File: config.mk
export PLATFORM = sky130hd
export DESIGN_NAME = boot_mode_selector
export DESIGN_NICKNAME = d
export VERILOG_FILES = /design/src/rtl/boot_sel_pkg.sv /design/src/rtl/bootsel_sync.sv /design/src/rtl/bootsel_decode.sv /design/src/rtl/bootsel_blink.sv /design/src/rtl/boot_mode_selector.sv
export SDC_FILE = /design/constraint.sdc
export NUM_CORES = 1
export LEC_CHECK = 0
export CAP_MARGIN = 20
export CORE_UTILIZATION = 30
export DETAILED_ROUTE_END_ITERATION = 10
export DONT_BUFFER_PORTS = 1
export GPL_TIMING_DRIVEN = 1
export PLACE_DENSITY_LB_ADDON = 0.15
export SYNTH_ARGS = -nofsm -noshare
export SYNTH_HDL_FRONTEND = slang
export SYNTH_HIERARCHICAL = 1
export SYNTH_SLANG_ARGS = --single-unit
File: constraint.sdc
create_clock -name clk_i -period 2.5 [get_ports clk_i]
set_input_delay 0.375 -clock clk_i [delete_from_list [all_inputs] [get_ports clk_i]]
set_output_delay 0.375 -clock clk_i [all_outputs]
set_load 0.05 [all_outputs]
File: src/rtl/boot_sel_pkg.sv
package boot_sel_pkg;

    typedef enum logic [3:0] {
        MODE_JTAG  = 4'h0,
        MODE_PJTAG = 4'h1,
        MODE_SPI   = 4'h2,
        MODE_SD    = 4'h3,
        MODE_EMMC  = 4'h6
    } boot_mode_e;

    typedef struct packed {
        boot_mode_e mode;
        logic       sd_sel;
        logic       sd_cd;
    } sel_state_t;

    // Number of lit slots (out of 8) that identifies each mode.
    function automatic logic [3:0] lit_slots(boot_mode_e m);
        case (m)
            MODE_JTAG:  return 4'd5;
            MODE_PJTAG: return 4'd4;
            MODE_EMMC:  return 4'd3;
            MODE_SPI:   return 4'd2;
            MODE_SD:    return 4'd1;
            default:    return 4'd0;
        endcase
    endfunction

endpackage

File: src/rtl/bootsel_sync.sv
module bootsel_sync #(
    parameter int WIDTH  = 4,
    parameter int STAGES = 2
) (
    input  logic             clk_i,
    input  logic             rst_ni,
    input  logic [WIDTH-1:0] async_i,
    output logic [WIDTH-1:0] sync_o
);

    logic [WIDTH-1:0] stage_d [STAGES];
    logic [WIDTH-1:0] stage_q [STAGES];

    generate
        for (genvar g = 0; g < STAGES; g++) begin : g_stage
            if (g == 0) begin : g_first
                always_comb stage_d[g] = async_i;
            end else begin : g_next
                always_comb stage_d[g] = stage_q[g-1];
            end

            always_ff @(posedge clk_i or negedge rst_ni) begin
                if (!rst_ni) stage_q[g] <= '0;
                else         stage_q[g] <= stage_d[g];
            end
        end
    endgenerate

    assign sync_o = stage_q[STAGES-1];

endmodule

File: src/rtl/bootsel_decode.sv
module bootsel_decode
    import boot_sel_pkg::*;
#(
    parameter bit SPI_FALLBACK = 1'b1
) (
    input  logic       sw1_on_i,
    input  logic       sw2_on_i,
    input  logic       usd_i,
    input  logic       mmc_i,
    output boot_mode_e mode_o,
    output logic       err_o,
    output logic [3:0] lit_o
);

    always_comb begin
        err_o  = 1'b0;
        mode_o = MODE_JTAG;
        if (usd_i) begin
            mode_o = MODE_SD;
        end else begin
            unique case ({sw1_on_i, sw2_on_i})
                2'b11: begin
                    if (mmc_i) begin
                        mode_o = MODE_EMMC;
                    end else begin
                        mode_o = MODE_SPI;
                        err_o  = !SPI_FALLBACK;
                    end
                end
                2'b01:   mode_o = MODE_PJTAG;
                2'b10:   mode_o = MODE_EMMC;
                default: mode_o = MODE_JTAG;
            endcase
        end
        lit_o = lit_slots(mode_o);
    end

endmodule

File: src/rtl/bootsel_blink.sv
module bootsel_blink #(
    parameter int CNT_W = 25
) (
    input  logic       clk_i,
    input  logic       rst_ni,
    input  logic       err_i,
    input  logic [3:0] lit_i,
    output logic       blink_o
);

    localparam int                 ERR_BIT = CNT_W - 4;
    localparam logic [CNT_W-1:0]   ONE     = {{(CNT_W-1){1'b0}}, 1'b1};

    typedef struct packed {
        logic [CNT_W-1:0] cnt;
        logic             blink;
    } blink_state_t;

    blink_state_t st_d, st_q;
    logic [2:0]   slot_idx;

    assign slot_idx = st_q.cnt[CNT_W-1 -: 3];

    always_comb begin
        st_d.cnt   = st_q.cnt + ONE;
        st_d.blink = err_i ? st_q.cnt[ERR_BIT] : ({1'b0, slot_idx} < lit_i);
    end

    always_ff @(posedge clk_i or negedge rst_ni) begin
        if (!rst_ni) st_q <= '0;
        else         st_q <= st_d;
    end

    assign blink_o = st_q.blink;

    // the slot counter advances by exactly one every cycle.
    assert_cnt_step_R8: assert property (@(posedge clk_i) disable iff (!rst_ni)
        1'b1 |=> st_q.cnt == $past(st_q.cnt) + ONE);

    // a non-error mode always asks for between one and five lit slots.
    assert_lit_range_R8: assert property (@(posedge clk_i) disable iff (!rst_ni)
        !err_i |-> (lit_i >= 4'd1 && lit_i <= 4'd5));

endmodule

File: src/rtl/boot_mode_selector.sv
module boot_mode_selector
    import boot_sel_pkg::*;
#(
    parameter int CNT_W        = 25,
    parameter int SYNC_STAGES  = 2,
    parameter bit SPI_FALLBACK = 1'b1
) (
    input  logic       clk_i,
    input  logic       rst_ni,
    input  logic       sw1_i,
    input  logic       sw2_i,
    input  logic       usd_det_i,
    input  logic       mmc_det_i,
    output logic [3:0] mode_o,
    output logic       sd_sel_o,
    output logic       sd_cd_o,
    output logic       blink_o
);

    localparam int N_IN = 4;

    logic [N_IN-1:0] raw_in, sync_in;
    logic            sw1_s, sw2_s, usd_s, mmc_s;
    boot_mode_e      mode_sel;
    logic            err_sel;
    logic [3:0]      lit_sel;
    sel_state_t      st_d, st_q;

    assign raw_in = {sw1_i, sw2_i, usd_det_i, mmc_det_i};
    assign {sw1_s, sw2_s, usd_s, mmc_s} = sync_in;

    bootsel_sync #(
        .WIDTH  (N_IN),
        .STAGES (SYNC_STAGES)
    ) i_sync (
        .clk_i   (clk_i),
        .rst_ni  (rst_ni),
        .async_i (raw_in),
        .sync_o  (sync_in)
    );

    bootsel_decode #(
        .SPI_FALLBACK (SPI_FALLBACK)
    ) i_decode (
        .sw1_on_i (sw1_s),
        .sw2_on_i (sw2_s),
        .usd_i    (usd_s),
        .mmc_i    (mmc_s),
        .mode_o   (mode_sel),
        .err_o    (err_sel),
        .lit_o    (lit_sel)
    );

    bootsel_blink #(
        .CNT_W (CNT_W)
    ) i_blink (
        .clk_i   (clk_i),
        .rst_ni  (rst_ni),
        .err_i   (err_sel),
        .lit_i   (lit_sel),
        .blink_o (blink_o)
    );

    always_comb begin
        st_d.mode   = mode_sel;
        st_d.sd_sel = (mode_sel == MODE_SD);
        st_d.sd_cd  = usd_s;
    end

    always_ff @(posedge clk_i or negedge rst_ni) begin
        if (!rst_ni) st_q <= '{mode: MODE_JTAG, sd_sel: 1'b0, sd_cd: 1'b0};
        else         st_q <= st_d;
    end

    assign mode_o   = st_q.mode;
    assign sd_sel_o = st_q.sd_sel;
    assign sd_cd_o  = st_q.sd_cd;

    // a synchronised micro-SD detect forces SD boot on the next edge.
    assert_usd_wins_R5: assert property (@(posedge clk_i) disable iff (!rst_ni)
        usd_s |=> (mode_o == 4'h3 && sd_sel_o));

    // SD select never rises without the SD code on the mode bus.
    assert_sel_only_sd_R5: assert property (@(posedge clk_i) disable iff (!rst_ni)
        sd_sel_o |-> mode_o == 4'h3);

    // the card-detect output is the synchronised detect one edge later.
    assert_cd_mirror_R6: assert property (@(posedge clk_i) disable iff (!rst_ni)
        1'b1 |=> sd_cd_o == $past(usd_s));

    // only the five defined codes reach the mode bus.
    assert_mode_legal_R4: assert property (@(posedge clk_i) disable iff (!rst_ni)
        mode_o inside {4'h0, 4'h1, 4'h2, 4'h3, 4'h6});

    // both switches off with no micro-SD card gives main JTAG.
    assert_jtag_switches_R4: assert property (@(posedge clk_i) disable iff (!rst_ni)
        (!usd_s && !sw1_s && !sw2_s) |=> mode_o == 4'h0);

endmodule

==> metrics.txt, run 1 <==
Post-Route WL between 2000 and 3000 um; worst r2r path cells 5; Avg Inst Size Synth about 13 um2; Die W 76.1 um; max-cap violations 0; Area Overhead vs Synth 13.0%; crit path DAT about 1.8 ns; final setup TNS 0 ns; Setup crit end kind flip-flop; initial core utilization approximately a third; Final Skew about 0.0031 ns; CP Class reg2reg; Tmin final approximately 1.5 ns; worst vdd ir about 0.33 mV; Synth area leaders dfrtp_1, xnor2_1, xor2_1, nor4_4, nand3_1; WL/cell between 10 and 15 um; Congestion Overflow GR 0; Tcrit/Tclk final slightly above 60%; # IOs 13; Residual DRC 0; layout cells sized above 1 13.1%; initial antenna violation count 0; drt first pass iters 4; clk root buf clkbuf_8; worst path cell trace ha_1 -> nand2_1 -> or3_4 -> nor3_2 -> xor2_1; final cell count without fillers 207; full die area approximately 5800 um2; CP startpoint kind flip-flop; Final #Nets 145; Syn. warnings 6; core area around 5200 um2; layout filler cell count a little over 500; global-route wire length before repair ~4600 um; row count 26; n_diodes 0; Clock transition at path regs around 0.08 ns; Post-synth EDFFs 0; Antenna Nets Post-Route 0; Crit path depth 5; Max stage delay on crit path roughly 0.4 ns; Buf+Inv Stages, Crit Path 0; Final Hold Violating Endpoints 0; vias post-DR about 900; Synth top area share 60.8%; area leader, netlist dfrtp_1; Seq cells post-synth 40; Post-synth ARST share 100%; Crit-path slowest cell or3_4; H-tree level count 2; Leakage Power a little under 0.9 nW; PD cells about 670 nW/um2; Mapped Cells approximately 130; Clock Tree Buf Depth 2; Design Area, Final about 1900 um2; post-CTS sizing 0; Max Freq ~650 MHz; worst min path class in2reg; dpl cells between 150 and 200; # clock sinks 40; RSZ-0062 raised after global routing no; WHS Path Cells 0; CP max FO 4; outcome finished, final reports clean; most frequent cell after synthesis dfrtp_1; largest net degree at the start of global routing 41; hpwl dp 1770 um; Synth top cells by count dfrtp_1, xnor2_1, nand2_1; GRT Util Overall 10.5%; CTS tree done; cts hold-fix bufs 2; post-CTS setup repair buffer count 0; routability cong. roughly 0.74; clock latency on the worst-skew pair 0.29 ns; share of the yosys chip area belonging to registers 60.8%; Top FF cell, synth dfrtp_1; Die Y around 76 um; number of library cell types mapped by synthesis 28; vias in the first global route between 900 and 1000; Num CTS Buffers 5; Mapped Area around 1600 um2; CP top delay family simple AND/OR/NAND/NOR gates; initial DRC count 42; # setup viols final 0; Final Max Slew Viols 0; Worst Path Required 2.71 ns; DP Area 1720 um2; Port Buffers 0; DR vias/cell about 4.4
-- where the power goes --
part / leakage [nW] / switching [mW] / internal, mW / total (mW)
logic: 0.301 / 0.0198 / 0.0108 / 0.0306
registers: 0.511 / 0.0292 / 0.659 / 0.688
clock network: 0.0541 / 0.225 / 0.295 / 0.520
-- stage by stage --
stage	worst slack [ns]	total power, mW	hold WS, ns	util, %
2_1_floorplan	1.07	0.714	0.0794	-
3_5_place_dp	0.955	0.715	0.0802	33.0
3_3_place_gp	0.934	0.714	0.0802	33.0
4_1_cts	0.935	1.26	0.0954	35.7
5_1_grt	0.768	1.30	0.0840	35.7
6_report	0.966	1.24	0.112	35.7
-- cell usage in the layout (no fill, tap or decap), drive strengths merged, types with 2 or more instances in the layout --
cell type  count
nand3          9
nand2         10
and3           4
xor2           9
nor3           2
nand4          5
nand2b         2
dfrtp         40
inv            7
nor2           6
ha             3
conb           3
nor4           3
clkbuf         5
xnor2         14
a21o           2
-- registers in the layout, indices dropped and copies added (netlist names) --
name and flops:
i_blink/blink_o 1, i_sync/sync_o 4, i_blink/st_q 22, i_blink/slot_idx 3, sd_cd_o 1, sd_sel_o 1
i_sync/stage_d 4, mode_o 4
-- area by class of cell --
| type | count | area, um2 | area share [%] |
|---|---|---|---|
| clock buffer | 5 | 68.8 | 3.70 |
| multi-input combinational | 80 | 604 | 32.5 |
| inverter | 7 | 26.3 | 1.41 |
| clock inverter | 3 | 42.5 | 2.29 |
| tap | 70 | 87.6 | 4.71 |
| sequential | 40 | 1000 | 53.8 |
| timing repair buffer | 2 | 30.0 | 1.61 |
-- metal layers --
layer	GRT usage [%]	wire (um)	vias up
li1	-	-	438
met1	13.3	1230	450
met2	15.4	1220	14
met3	3.59	77	5
met4	6.35	51	0
met5	0	0	-
-- cells by family after synthesis --
family	synth area share (%)
other	0.228
buffers and inverters	2.96
flip-flops	60.8
AND/OR/NAND/NOR	18.6
adder cells (fa/ha/maj)	2.28
AO/OA/AOI/OAI	2.89
XOR/XNOR	12.2
-- worst paths after layout --
path                                        startpoint                     endpoint  slack, ns
setup / recovery             i_blink/st_q[1]$_DFF_PN0_   i_blink/st_q[15]$_DFF_PN0_       0.97
hold / removal                               usd_det_i  i_sync/stage_d[1]$_DFF_PN0_       0.11
setup reg to reg             i_blink/st_q[1]$_DFF_PN0_   i_blink/st_q[15]$_DFF_PN0_       0.97
hold reg to reg            i_sync/stage_d[2]$_DFF_PN0_   i_sync/sync_o[2]$_DFF_PN0_       0.36
max in group asynchronous                       rst_ni    i_blink/st_q[6]$_DFF_PN0_       1.75
min in group asynchronous                       rst_ni    i_blink/blink_o$_DFF_PN0_       0.56
Power figures use the tool's default switching activity.
==> run 2, diff against run 1 <==
ABC_AREA = 1   (was default)
clock period = 1.5 ns   (was 2.5 ns; I/O delays follow)
==> metrics.txt, run 2 <==
most frequent cells in the layout nand2_1, dfrtp_1, nor2_1; Placement Setup Slack 0.136 ns (-0.819 ns); WL/cell 10.7 um (-14%); sequential fraction of design power 54.5% (-1.0 points); Post-Route WL 3060 um (+19%); Avg Inst Size Synth 8.93 um2 (-31%); Design Area, Final 2060 um2 (+10%); PD cells 1020 nW/um2 (+53%); initial core utilization 31.8% (+0.17 points); most frequent cell after synthesis nand2_1; post-CTS sizing 0 (unchanged); most common cell after layout, fill and taps aside nand2_1; DP Area 1870 um2 (+8.7%); Mapped Area 1790 um2 (+9.0%); sw frac 22.8% (+0.73 points); clock latency on the worst-skew pair 0.29 ns (about the same); crit path DAT 1.55 ns (-0.20 ns); Setup crit end kind flip-flop; Mapped Cells 201 (+57%); Clock Tree Buf Depth 2 (unchanged); Die Y 79.3 um (+4.3%); Seq cells post-synth 40 (unchanged); clk root buf clkbuf_8; Port Buffers 0 (unchanged); layout cells sized above 1 8.88% (-4.3 points); worst vdd ir 0.414 mV (+24%); share of the yosys chip area belonging to registers 55.8% (-5.0 points); # clock sinks 40 (unchanged); Residual DRC 0 (unchanged); max-cap violations 0 (unchanged); RSZ-0062 raised after global routing no; Leakage Power 0.953 nW (+10%); Area Overhead vs Synth 14.6%; n_diodes 0 (unchanged); core area 5640 um2 (+8.4%); final cell count without fillers 286 (+38%); Max Freq 737 MHz (+13%); # IOs 13 (unchanged); P_int 1.62 mW (+68%); Worst Path Required 1.69 ns (-1.02 ns); initial DRC count 49 (+17%); # setup viols final 0 (unchanged); dpl cells 272 (+38%); Synth top cells by count nand2_1, dfrtp_1, nor2_1; full die area 6290 um2 (+8.7%); CP max FO 3 (-1); Post-synth EDFFs 0 (unchanged); Final Hold Violating Endpoints 0 (unchanged); outcome finished, final reports clean; Final WS setup 0.142 ns (-0.823 ns); routability cong. 0.755 (+2.6%); Die W 79.3 um (+4.3%); Synth top area share 55.8% (-5.0 points); Final Skew 0.00856 ns (+0.00547 ns); Congestion Overflow GR 0 (unchanged); Tmin final 1.36 ns (-0.177 ns); hpwl dp 2230 um (+25%); largest net degree at the start of global routing 41 (unchanged); CP Class reg2reg; GRT Util Overall 12.1% (+1.6 points); Final #Nets 222 (+53%); Top FF cell, synth dfrtp_1; Tcrit/Tclk final 90.5% (+29 points); H-tree level count 2 (unchanged); vias post-DR 1189 (+31%); Largest register FFs 22 (unchanged); Syn. warnings 6 (unchanged); Clock transition at path regs 0.08 ns (about the same); drt first pass iters 4 (unchanged); Clk pwr share 42.7% (+0.7 points); combinational power share 2.8% (+0.3 points); layout filler cell count 578 (+11%); Final Power 2.10 mW (+70%); area leader, netlist dfrtp_1; initial antenna violation count 0 (unchanged); worst min path class reg2reg; Synth area leaders dfrtp_1, nand2_1, nor2_1, inv_1, xor2_1; final setup TNS 0 ns (unchanged); number of library cell types mapped by synthesis 17 (-39%); Num CTS Buffers 5 (unchanged); Largest Register i_blink/st_q; vias in the first global route 1226 (+25%); Antenna Nets Post-Route 0 (unchanged); row count 27 (+3.8%); CTS tree done; Final Max Slew Viols 0 (unchanged); CP startpoint kind flip-flop; DR vias/cell 4.16 (-5.1%); global-route wire length before repair 5640 um (+22%); P_sw 0.480 mW (+75%); Post-synth ARST share 100% (unchanged)
==> run 2: changes by cell type after synthesis, moves of 3 or more <==
cell,before,now
and3_1,4,0
inv_1,7,22
nand2_1,10,60
nand3_1,8,11
nand3b_1,0,5
nand4_1,4,1
nor2_1,6,25
nor2_2,0,6
o21ai_0,0,4
xnor2_1,14,7
==> run 2: worst paths after layout <==
path	start	endpoint	slack [ns]	depth (start not counted)
max in group asynchronous	rst_ni	i_blink/st_q[10]$_DFF_PN0_	0.91	2
worst max-delay path	i_blink/st_q[1]$_DFF_PN0_	i_blink/slot_idx[2]$_DFF_PN0_	0.14	8
worst max register to register	i_blink/st_q[1]$_DFF_PN0_	i_blink/slot_idx[2]$_DFF_PN0_	0.14	8
worst min register to register	i_sync/stage_d[1]$_DFF_PN0_	i_sync/sync_o[1]$_DFF_PN0_	0.35	0
worst min-delay path	i_sync/stage_d[1]$_DFF_PN0_	i_sync/sync_o[1]$_DFF_PN0_	0.35	0
min in group asynchronous	rst_ni	mode_o[2]$_DFF_PN0_	0.38	2
==> run 2: logic make-up (layout without fill, tap and decap cells) <==
kind of cell / count (synthesis) / after routing / share of synthesized area, %
flops: 40 / 40 / 55.8
simple gates: 112 / 112 / 27.3
compound gates: 5 / 5 / 1.39
other cells: 1 / 3 / 0.209
xor+xnor: 15 / 15 / 7.32
fa+ha+maj: 3 / 3 / 2.09
buf+inv: 25 / 36 / 5.86
==> run 2: final cells by class <==
type	instances	area, um2	area share (%)
Clock buffer	5	68.8	3.35
Sequential cell	40	1000	48.7
Tap cell	72	90.1	4.38
Multi-Input combinational cell	138	696	33.8
Inverter	22	82.6	4.02
Timing Repair Buffer	6	70.1	3.41
Clock inverter	3	47.5	2.31
==> run 2: critical path, stage by stage, from the launching register on <==
cell and delay, ns:
dfrtp_1 0.37, ha_1 0.21, nand2_1 0.08, nor2_2 0.14, nand2_2 0.12, nor2_1 0.18
nand2_1 0.07, nand2_1 0.06, nand2_1 0.04
==> run 2: repair_timing <==
item                      4_1_cts  5_1_grt
buffers inserted                0        0
hold endpoints to repair       44        0
hold buffers                    6        0
==> run 2: metal layers <==
metal	wire, um	up-vias	global-route usage, %
li1	-	634	-
met1	1580	537	15.7
met2	1340	13	18.2
met3	82	5	3.45
met4	55	0	6.00
met5	0	-	0
==> run 2: metrics by stage <==
stage	utilization (%)	hold WS [ns]
2_1_floorplan	-	-0.0706
3_3_place_gp	33.1	-0.0697
3_5_place_dp	33.1	-0.0698
4_1_cts	36.4	0.358
5_1_grt	36.4	0.367
6_report	36.4	0.355
==> run 2: power by group through the flow <==
stage / Sequential [mW] / Clock (mW) / Combinational, mW
after floorplan: 1.17 / 0 / 0.0251
after global placement: 1.17 / 0 / 0.0222
after detailed placement: 1.17 / 0 / 0.0224
after CTS: 1.15 / 0.934 / 0.0616
after global routing: 1.15 / 0.986 / 0.0703
final: 1.15 / 0.897 / 0.0586
